--- src/rtl/os_match_timer.sv ---
module os_match_timer #(
  parameter int CNT_W   = 32,
  parameter int N_CH    = 4,
  parameter int IE_W    = 12,
  parameter int AW      = 6,
  parameter int WDOG_CH = 3
) (
  input  logic             clk,
  input  logic             rst_n,
  input  logic             tick_en,
  input  logic             bus_wr,
  input  logic             bus_rd,
  input  logic [AW-1:0]    bus_addr,
  input  logic [CNT_W-1:0] bus_wdata,
  output logic [CNT_W-1:0] bus_rdata,
  output logic             bus_err,
  output logic [N_CH-1:0]  irq,
  output logic             sys_rst_req
);
  localparam int CH_W   = (N_CH > 1) ? $clog2(N_CH) : 1;
  localparam int W_CNT  = 4;
  localparam int W_STAT = 5;
  localparam int W_WDOG = 6;
  localparam int W_IE   = 7;

  logic [N_CH-1:0][CNT_W-1:0] match_q;
  logic [CNT_W-1:0] cnt_q, cnt_nxt;
  logic [N_CH-1:0]  stat_q, hit;
  logic [IE_W-1:0]  ie_q;
  logic             wdog_q, req_q, err_q, mapped;

  wire wr_cnt  = bus_wr && (bus_addr == AW'(W_CNT));
  wire wr_stat = bus_wr && (bus_addr == AW'(W_STAT));
  wire wr_wdog = bus_wr && (bus_addr == AW'(W_WDOG));
  wire wr_ie   = bus_wr && (bus_addr == AW'(W_IE));

  assign cnt_nxt = cnt_q + CNT_W'(1);
  assign mapped  = (int'(bus_addr) < N_CH) ||
                   (int'(bus_addr) >= W_CNT && int'(bus_addr) <= W_IE);

  always_comb begin
    for (int i = 0; i < N_CH; i++)
      hit[i] = tick_en && !wr_cnt && (cnt_nxt == match_q[i]);
  end

  always_ff @(posedge clk) begin
    if (!rst_n) cnt_q <= '0;
    else if (wr_cnt) cnt_q <= bus_wdata;
    else if (tick_en) cnt_q <= cnt_nxt;
  end

  always_ff @(posedge clk) begin
    if (!rst_n) match_q <= '0;
    else for (int i = 0; i < N_CH; i++)
      if (bus_wr && bus_addr == AW'(i)) match_q[i] <= bus_wdata;
  end

  always_ff @(posedge clk) begin
    if (!rst_n) stat_q <= '0;
    else for (int i = 0; i < N_CH; i++) begin
      if (hit[i] && ie_q[i]) stat_q[i] <= 1'b1;
      else if (wr_stat && bus_wdata[i]) stat_q[i] <= 1'b0;
    end
  end

  always_ff @(posedge clk) begin
    if (!rst_n) ie_q <= '0;
    else if (wr_ie) ie_q <= bus_wdata[IE_W-1:0];
  end

  always_ff @(posedge clk) begin
    if (!rst_n) begin
      wdog_q <= 1'b0;
      req_q  <= 1'b0;
    end else begin
      req_q <= 1'b0;
      if (wr_wdog) wdog_q <= bus_wdata[0];
      if (hit[WDOG_CH] && wdog_q) begin
        wdog_q <= 1'b0;
        req_q  <= 1'b1;
      end
    end
  end

  always_ff @(posedge clk) begin
    if (!rst_n) err_q <= 1'b0;
    else err_q <= bus_rd && !mapped;
  end

  always_comb begin
    bus_rdata = '0;
    if (int'(bus_addr) < N_CH) bus_rdata = match_q[bus_addr[CH_W-1:0]];
    else case (int'(bus_addr))
      W_CNT:  bus_rdata = cnt_q;
      W_STAT: bus_rdata[N_CH-1:0] = stat_q;
      W_WDOG: bus_rdata[0] = wdog_q;
      W_IE:   bus_rdata[IE_W-1:0] = ie_q;
      default: bus_rdata = '0;
    endcase
  end

  assign irq         = stat_q;
  assign sys_rst_req = req_q;
  assign bus_err     = err_q;

  AST_CNT_STEP: assert property (@(posedge clk) disable iff (!rst_n)
    (tick_en && !wr_cnt) |=> cnt_q == $past(cnt_q) + CNT_W'(1));
  AST_CNT_HOLD: assert property (@(posedge clk) disable iff (!rst_n)
    (!tick_en && !wr_cnt) |=> $stable(cnt_q));
  AST_CLEAR_TAKES: assert property (@(posedge clk) disable iff (!rst_n)
    (wr_stat && !tick_en) |=> (stat_q & $past(bus_wdata[N_CH-1:0])) == '0);
  AST_REQ_ONE_CYCLE: assert property (@(posedge clk) disable iff (!rst_n)
    sys_rst_req |=> !sys_rst_req);
  AST_REQ_DISARMS: assert property (@(posedge clk) disable iff (!rst_n)
    sys_rst_req |-> !wdog_q);
  AST_ERR_AFTER_READ: assert property (@(posedge clk) disable iff (!rst_n)
    bus_err |-> $past(bus_rd));

  for (genvar g = 0; g < N_CH; g++) begin : g_chk
    AST_EVT_GATED: assert property (@(posedge clk) disable iff (!rst_n)
      $rose(stat_q[g]) |-> $past(ie_q[g] && tick_en));
  end
endmodule

--- config.mk ---
export PLATFORM = sky130hd
export DESIGN_NAME = os_match_timer
export DESIGN_NICKNAME = d
export VERILOG_FILES = /design/src/rtl/os_match_timer.sv
export SDC_FILE = /design/constraint.sdc
export NUM_CORES = 1
export LEC_CHECK = 0
export ABC_AREA = 1
export BUFFER_PORTS_ARGS = -buffer_cell sky130_fd_sc_hd__buf_2
export CELL_PAD_IN_SITES_DETAIL_PLACEMENT = 1
export CELL_PAD_IN_SITES_GLOBAL_PLACEMENT = 2
export CORE_MARGIN = 2
export CORE_UTILIZATION = 36
export CTS_CLUSTER_SIZE = 10
export DETAILED_ROUTE_END_ITERATION = 12
export GPL_ROUTABILITY_DRIVEN = 0
export HOLD_SLACK_MARGIN = 0.12
export PLACE_DENSITY = 0.85
export SYNTH_ARGS = -nofsm -noshare
export SYNTH_HDL_FRONTEND = slang
export SYNTH_SLANG_ARGS = --single-unit
export TNS_END_PERCENT = 30
--- constraint.sdc ---
create_clock -name clk -period 3.7 [get_ports clk]
set_input_delay 0.74 -clock clk [delete_from_list [all_inputs] [get_ports clk]]
set_output_delay 0.74 -clock clk [all_outputs]
set_load 0.1 [all_outputs]
==> results of run 1 <==
metrics by stage:
step | total power, mW | util
CTS | 4.12 | 0.427
global route | 4.22 | 0.427
global placement | 2.31 | 0.408
detailed placement | 2.32 | 0.408
finish | 4.09 | 0.427
floorplan | 2.16 | -
cells in the final DEF (no fill, tap or decap), types with 5 or more instances in the layout:
cell,Yosys,final
nand2_1,434,434
o21ai_0,204,204
inv_1,186,186
dfxtp_1,179,179
nor2_1,173,170
a21oi_1,127,127
nand3_1,112,112
buf_2,9,49
o22ai_1,46,46
xor2_1,39,39
buf_12,0,32
a31oi_1,27,27
buf_4,1,27
nand2_2,20,20
nand4_1,17,17
clkbuf_16,0,17
nor2_2,10,13
inv_2,12,12
o21ai_1,9,9
o211ai_1,7,7
a22oi_1,6,6
nand3_2,5,5
o2111ai_1,5,5
inv_6,0,5
clkinvlp_4,0,5
Yosys cell counts (17+ instances only):
master and n:
o21ai_0 204, nand4_1 17, nand3_1 112, nand2_1 434
nor2_1 173, clkbuf_1 61, xor2_1 39, nand2_2 20
o22ai_1 46, a21oi_1 127, a31oi_1 27, dfxtp_1 179
inv_1 186
cells by family after synthesis:
group	count (synthesis)	synth area share
AOI/OAI and AO/OA	438	0.219
xor gates and xnor gates	43	0.0350
adders and majority gates	1	0.00116
buffers and inverters	271	0.0959
DFF	179	0.333
and+or+nand+nor	790	0.316
metal layers:
metal,wire length (um),part of all wire,track usage,vias to the layer above
li1,-,-,-,5777
met1,20500,0.45,0.389,5824
met2,21800,0.47,0.506,302
met3,2540,0.055,0.0507,70
met4,1150,0.025,0.0947,0
met5,0,0,0,-
report_power, final:
group | leakage, nW | internal, mW | total [mW] | switching (mW)
Combinational | 3.29 | 0.0845 | 0.322 | 0.237
Sequential | 1.44 | 1.94 | 1.95 | 0.0144
Clock | 0.258 | 0.900 | 1.82 | 0.916
critical path, cell delays in order:
cell and delay (ns):
buf_2 0.10, inv_1 0.05, nand2_1 0.19, buf_4 0.49, o22ai_1 0.13, o21ai_0 0.28
o21ai_0 0.30, buf_12 0.26
area by class of cell:
type / instances / area share
multi-input cells: 1272 / 0.488
flip-flops and latches: 179 / 0.284
repair buffers: 108 / 0.0862
inverters: 199 / 0.0592
well taps: 390 / 0.0387
clock buffers: 19 / 0.0351
clock inverters: 13 / 0.00932
worst paths after layout:
check / startpoint / endpoint / slack (ns)
max reg2reg: cnt_q[0] / wdog_q / 0.56
max: bus_addr[1] / bus_rdata[31] / 0.41
min: match_q[123] / match_q[123] / 0.50
min reg2reg: match_q[123] / match_q[123] / 0.50
state kept, by name (all words and copies together) (netlist names):
signal       count
bus_err          1
cnt_q           32
ie_q            12
irq              4
match_q        128
sys_rst_req      1
wdog_q           1
==> metrics.md, run 1 <==
| Metric | Value |
|---|---|
| Initial Util | 0.364 |
| Final worst setup slack | approximately 0.4 ns |
| Inserted Clock Buffers | 17 |
| Die Ht | 177 um |
| Post-route insts no fill | between 2,000 and 2,500 |
| Hold depth | 2 |
| Detailed placement HPWL | around 34,000 um |
| Drt via density | approximately 5.5 |
| Type of the most critical hold path | reg -> reg |
| Fraction of registers with async set/reset | 0 |
| Slew Viols, Final | 0 |
| Syn_nets | 1,766 |
| Area occupied by multi-input gates | 6150 sq um |
| WP data arrival | 2.55 ns |
| CTS Buffer Depth | 2 |
| Syn Std Cell Area | 10,800 sq um |
| Vias in the first global route | 12,128 |
| Achievable Freq | 0.304 GHz |
| RSZ-0062 raised after global routing | false |
| Avg Cell Area, Syn | 6.25 sq um |
| Nets@finish | 1,821 |
| Die ar. | roughly 31,000 sq um |
| Worst Reg-to-Reg Cells | 16 |
| Post-CTS sizing | 0 |
| Final setup fails | 0 |
| DP Worst Slack | around 0.47 ns |
| Wire per inst | about 21 um |
| # fillers | about 3,900 |
| Share of cells above drive strength 1 | 0.115 |
| Yosys Warn Count | 0 |
| Layout Skew | 0.0106 ns |
| Core area | 29,600 sq um |
| Critical path capture point type | primary output |
| Synthesis-to-finish area growth | 17.3% |
| Sequential Area | 3580 sq um |
| Ant. Diodes | 0 |
| Fin area | approximately 13,000 sq um |
| P_leak | approximately 5 nW |
| CTS tree | done |
| Fin crit period | 3.29 ns |
| Synth unique cells | 38 |
| Largest net degree at the start of global routing | 101 |
| Top area cells in the synthesized netlist | dfxtp_1, nand2_1, o21ai_0 |
| Initial DRC Count | between 700 and 800 |
| Setup TNS | 0 ns |
| Crit path required time | 2.96 ns |
| Largest area contributor in the netlist | dfxtp_1 |
| Routed Antenna Nets | 0 |
| Fin Hold WS | 0.503 ns |
| Primary FF master, synth | dfxtp_1 |
| IO Pins | 81 |
| Total track usage | 0.300 |
| First-pass GRT wire length | 70,800 um |
| Startpoint types | primary input |
| DRC errors left | 0 |
| DRT Wirelength | 45,900 um |
| Critical path peak fanout | 23 |
| Setup bufs post-CTS | 0 |
| # rows | 63 |
| Seq cells post-synth | 179 |
| Worst slew margin | 0.289 |
| Peak VDD IR | 311 uV |
| H-Tree Depth | 4 |
| Vias post-DR | 11,973 |
| Hold_buf cts | 0 |
| Pwr/cell area | 324 nW/um^2 |
| Die X | 177 um |
| Worst-margin pin slew | 1.07 ns |
| Final Hold Viols | 0 |
| CTS Root Cell | clkbuf_16 |
| Max Cap Viol | 0 |
| Syn Inst Count | 1,722 |
| IO buf count | 80 |
| Total gr overflow | 0 |
| Antenna violations before repair | 0 |
| Seq/Total Area, Yosys | 0.333 |
| Placed cells | 2,148 |
| Clk slew on worst S/H paths | 0.07 ns |
| Post-synth top area share | 0.333 |
| Pre-antenna DRT Iters | 5 |
| DP Area | 12,100 sq um |
| Crit share post-route | 0.889 |
| Clk sinks | 179 |
| Number of synthesized flops with an enable pin | 0 |
| Worst-Skew Late Latency | between 0.4 and 0.5 ns |
| Crit Path Category | in -> out |
| Status | completed |
(Power assumes the default switching activity.)
==> inputs of run 2 (changes only) <==
--- a/config.mk
+++ b/config.mk
@@ -9,6 +9,7 @@
 export BUFFER_PORTS_ARGS = -buffer_cell sky130_fd_sc_hd__buf_2
 export CELL_PAD_IN_SITES_DETAIL_PLACEMENT = 1
 export CELL_PAD_IN_SITES_GLOBAL_PLACEMENT = 2
+export CORE_ASPECT_RATIO = 0.7
 export CORE_MARGIN = 2
 export CORE_UTILIZATION = 36
 export CTS_CLUSTER_SIZE = 10
==> run 2 against run 1 <==
Compared with the run above: via count grew 1.6%; largest cell class unchanged; setup slack got worse by 0.099 ns; clock skew rose by 0.0013 ns; critical path depth unchanged; combinational power rose by 3%; power up 1.6%; first-iteration DRC count grew 52%.
==> metrics.md, run 2 (synthesis gave the netlist of run 1 again) <==
| Metric | Value |
|---|---|
| Status | completed |
| H-Tree Depth | 4 (unchanged) |
| Hold_buf cts | 0 (unchanged) |
| Clk slew on worst S/H paths | 0.07 ns (about the same) |
| GRT met3 Usage | 0.0524 (+0.00168) |
| CTS Root Cell | clkbuf_16 |
| Largest stage delay, worst path | 0.48 ns (about the same) |
| Max Cap Viol | 0 (unchanged) |
| Most common cell type on the critical path | buf_2 |
| Nets@finish | 1,823 (+0.11%) |
| Crit Path Category | in -> out |
| Post-CTS sizing | 0 (unchanged) |
| Crit share post-route | 0.916 (+0.0268) |
| P_leak | 5.02 nW (+0.43%) |
| Setup bufs post-CTS | 0 (unchanged) |
| Total track usage | 0.308 (+0.00819) |
| Layout Skew | 0.0119 ns (+0.00132 ns) |
| Met1 usage | 0.458 (+0.0699) |
| Worst-margin pin slew | 1.07 ns (+0.00855 ns) |
| Final setup fails | 0 (unchanged) |
| DRC errors left | 0 (unchanged) |
| Fin crit period | 3.39 ns (+0.0993 ns) |
| Leading cell type in the layout, fill and taps excluded | nand2_1 |
| Share of cells above drive strength 1 | 0.116 (+0.000988) |
| Pwr/cell area | 329 nW/um^2 (+1.6%) |
| Drt via density | 5.61 (+2.1%) |
| # fillers | 3,860 (-1.6%) |
| Clk sinks | 179 (unchanged) |
| Critical path peak fanout | 9 (-61%) |
| Die X | 211 um (+19%) |
| Critical path capture point type | primary output |
| Max reg flops | 128 (unchanged) |
| Fin Hold WS | 0.493 ns (-0.00947 ns) |
| CP Cell Sequence | buf_2 -> inv_1 -> nand2_1 -> clkinv_1 -> a22oi_1 -> a21oi_1 -> a221o_1 -> buf_2 |
| Max stage delay cell, worst path | clkinv_1 |
| Vias post-DR | 12,165 (+1.6%) |
| Startpoint types | primary input |
| DRT Wirelength | 47,400 um (+3.1%) |
| Largest net degree at the start of global routing | 55 (-46%) |
| Biggest regs | match_q (128), cnt_q (32), ie_q (12) |
| IO Pins | 81 (unchanged) |
| Crit path required time | 2.96 ns (about the same) |
| Vias in the first global route | 12,054 (-0.61%) |
| Initial Util | 0.369 (+0.00514) |
| Most used routing layer | met1 |
| Setup TNS | 0 ns (unchanged) |
| Antenna violations before repair | 0 (unchanged) |
| Type of the most critical hold path | reg -> reg |
| Total gr overflow | 0 (unchanged) |
| Die ar. | 31,300 sq um (about the same) |
| Worst-Skew Late Latency | 0.48 ns (+0.02 ns) |
| RSZ-0062 raised after global routing | false |
| Initial DRC Count | 1,126 (+52%) |
| Synthesis-to-finish area growth | 17.3% (unchanged) |
| # rows | 52 (-17%) |
| CTS tree | done |
| IO buf count | 80 (unchanged) |
| Peak VDD IR | 248 uV (-20%) |
| Most frequent cells in the layout | nand2_1, o21ai_0, inv_1 |
| Slew Viols, Final | 0 (unchanged) |
| Achievable Freq | 0.295 GHz (-2.9%) |
| WP data arrival | 2.65 ns (+0.10 ns) |
| Final Hold Viols | 0 (unchanged) |
| Detailed placement HPWL | 34,300 um (+1.5%) |
| Die Ht | 149 um (-16%) |
| Inserted Clock Buffers | 17 (unchanged) |
| Wire per inst | 21.8 um (+3.6%) |
| Met2 Usage GRT | 0.457 (-0.0493) |
| Worst slew margin | 0.283 (-0.00571) |
| Biggest register | match_q |
| Pre-antenna DRT Iters | 5 (unchanged) |
| Routed Antenna Nets | 0 (unchanged) |
| CTS Buffer Depth | 2 (unchanged) |
| First-pass GRT wire length | 72,600 um (+2.6%) |
| Core area | 29,100 sq um (-1.4%) |
| Ant. Diodes | 0 (unchanged) |
## run 2: cell count changes in the layout (fill, tap and decap cells not counted), moves of 2 or more
cell / previous run / this run
buf_4: 27 / 30
clkinv_2: 0 / 3
clkbuf_8: 1 / 3
clkinvlp_4: 5 / 3
inv_6: 5 / 2
## run 2: layout make-up
class	instances	area, sq um	area share
Multi-Input combinational cell	1272	6150	0.488
Sequential cell	179	3580	0.284
Inverter	199	747	0.0592
Tap cell	378	473	0.0375
Clock buffer	21	470	0.0373
Clock inverter	11	103	0.00813
Timing Repair Buffer	110	1090	0.0864
## run 2: critical path: cells and delay by family
kind / cells / cell delay, ns
compound gates: 3 / 0.67
simple gates: 1 / 0.28
buf+inv: 4 / 0.95
## run 2: final timing paths
kind | startpoint | end | slack, ns | cells after the start
setup / recovery | bus_addr[1] | bus_rdata[9] | 0.31 | 8
hold / removal | match_q[16] | match_q[16] | 0.49 | 2
setup reg to reg | cnt_q[1] | wdog_q | 0.65 | 16
hold reg to reg | match_q[16] | match_q[16] | 0.49 | 2
## run 2: metrics by stage
step	std cells	utilization	worst slack (ns)	cell area (sq um)	total power, mW
after CTS	2170	0.433	0.359	12600	4.18
after floorplan	1722	-	-0.735	10800	2.16
after detailed placement	2138	0.413	0.363	12000	2.32
after global routing	2170	0.433	0.195	12600	4.27
after global placement	2138	0.413	0.444	12000	2.32
final	2170	0.433	0.312	12600	4.16
## run 2: power breakdown
part           total [mW]  switching (mW)  leakage (nW)  internal, mW
sequential           1.95          0.0123          1.44          1.94
clock                1.87           0.891         0.276         0.983
combinational       0.332           0.248          3.30        0.0838
total                4.16            1.15          5.02          3.01
## run 2: layer usage
metal | routed length (um) | part of all wire
met5 | 0 | 0
met2 | 19900 | 0.42
met3 | 3350 | 0.071
met1 | 23400 | 0.49
met4 | 722 | 0.015
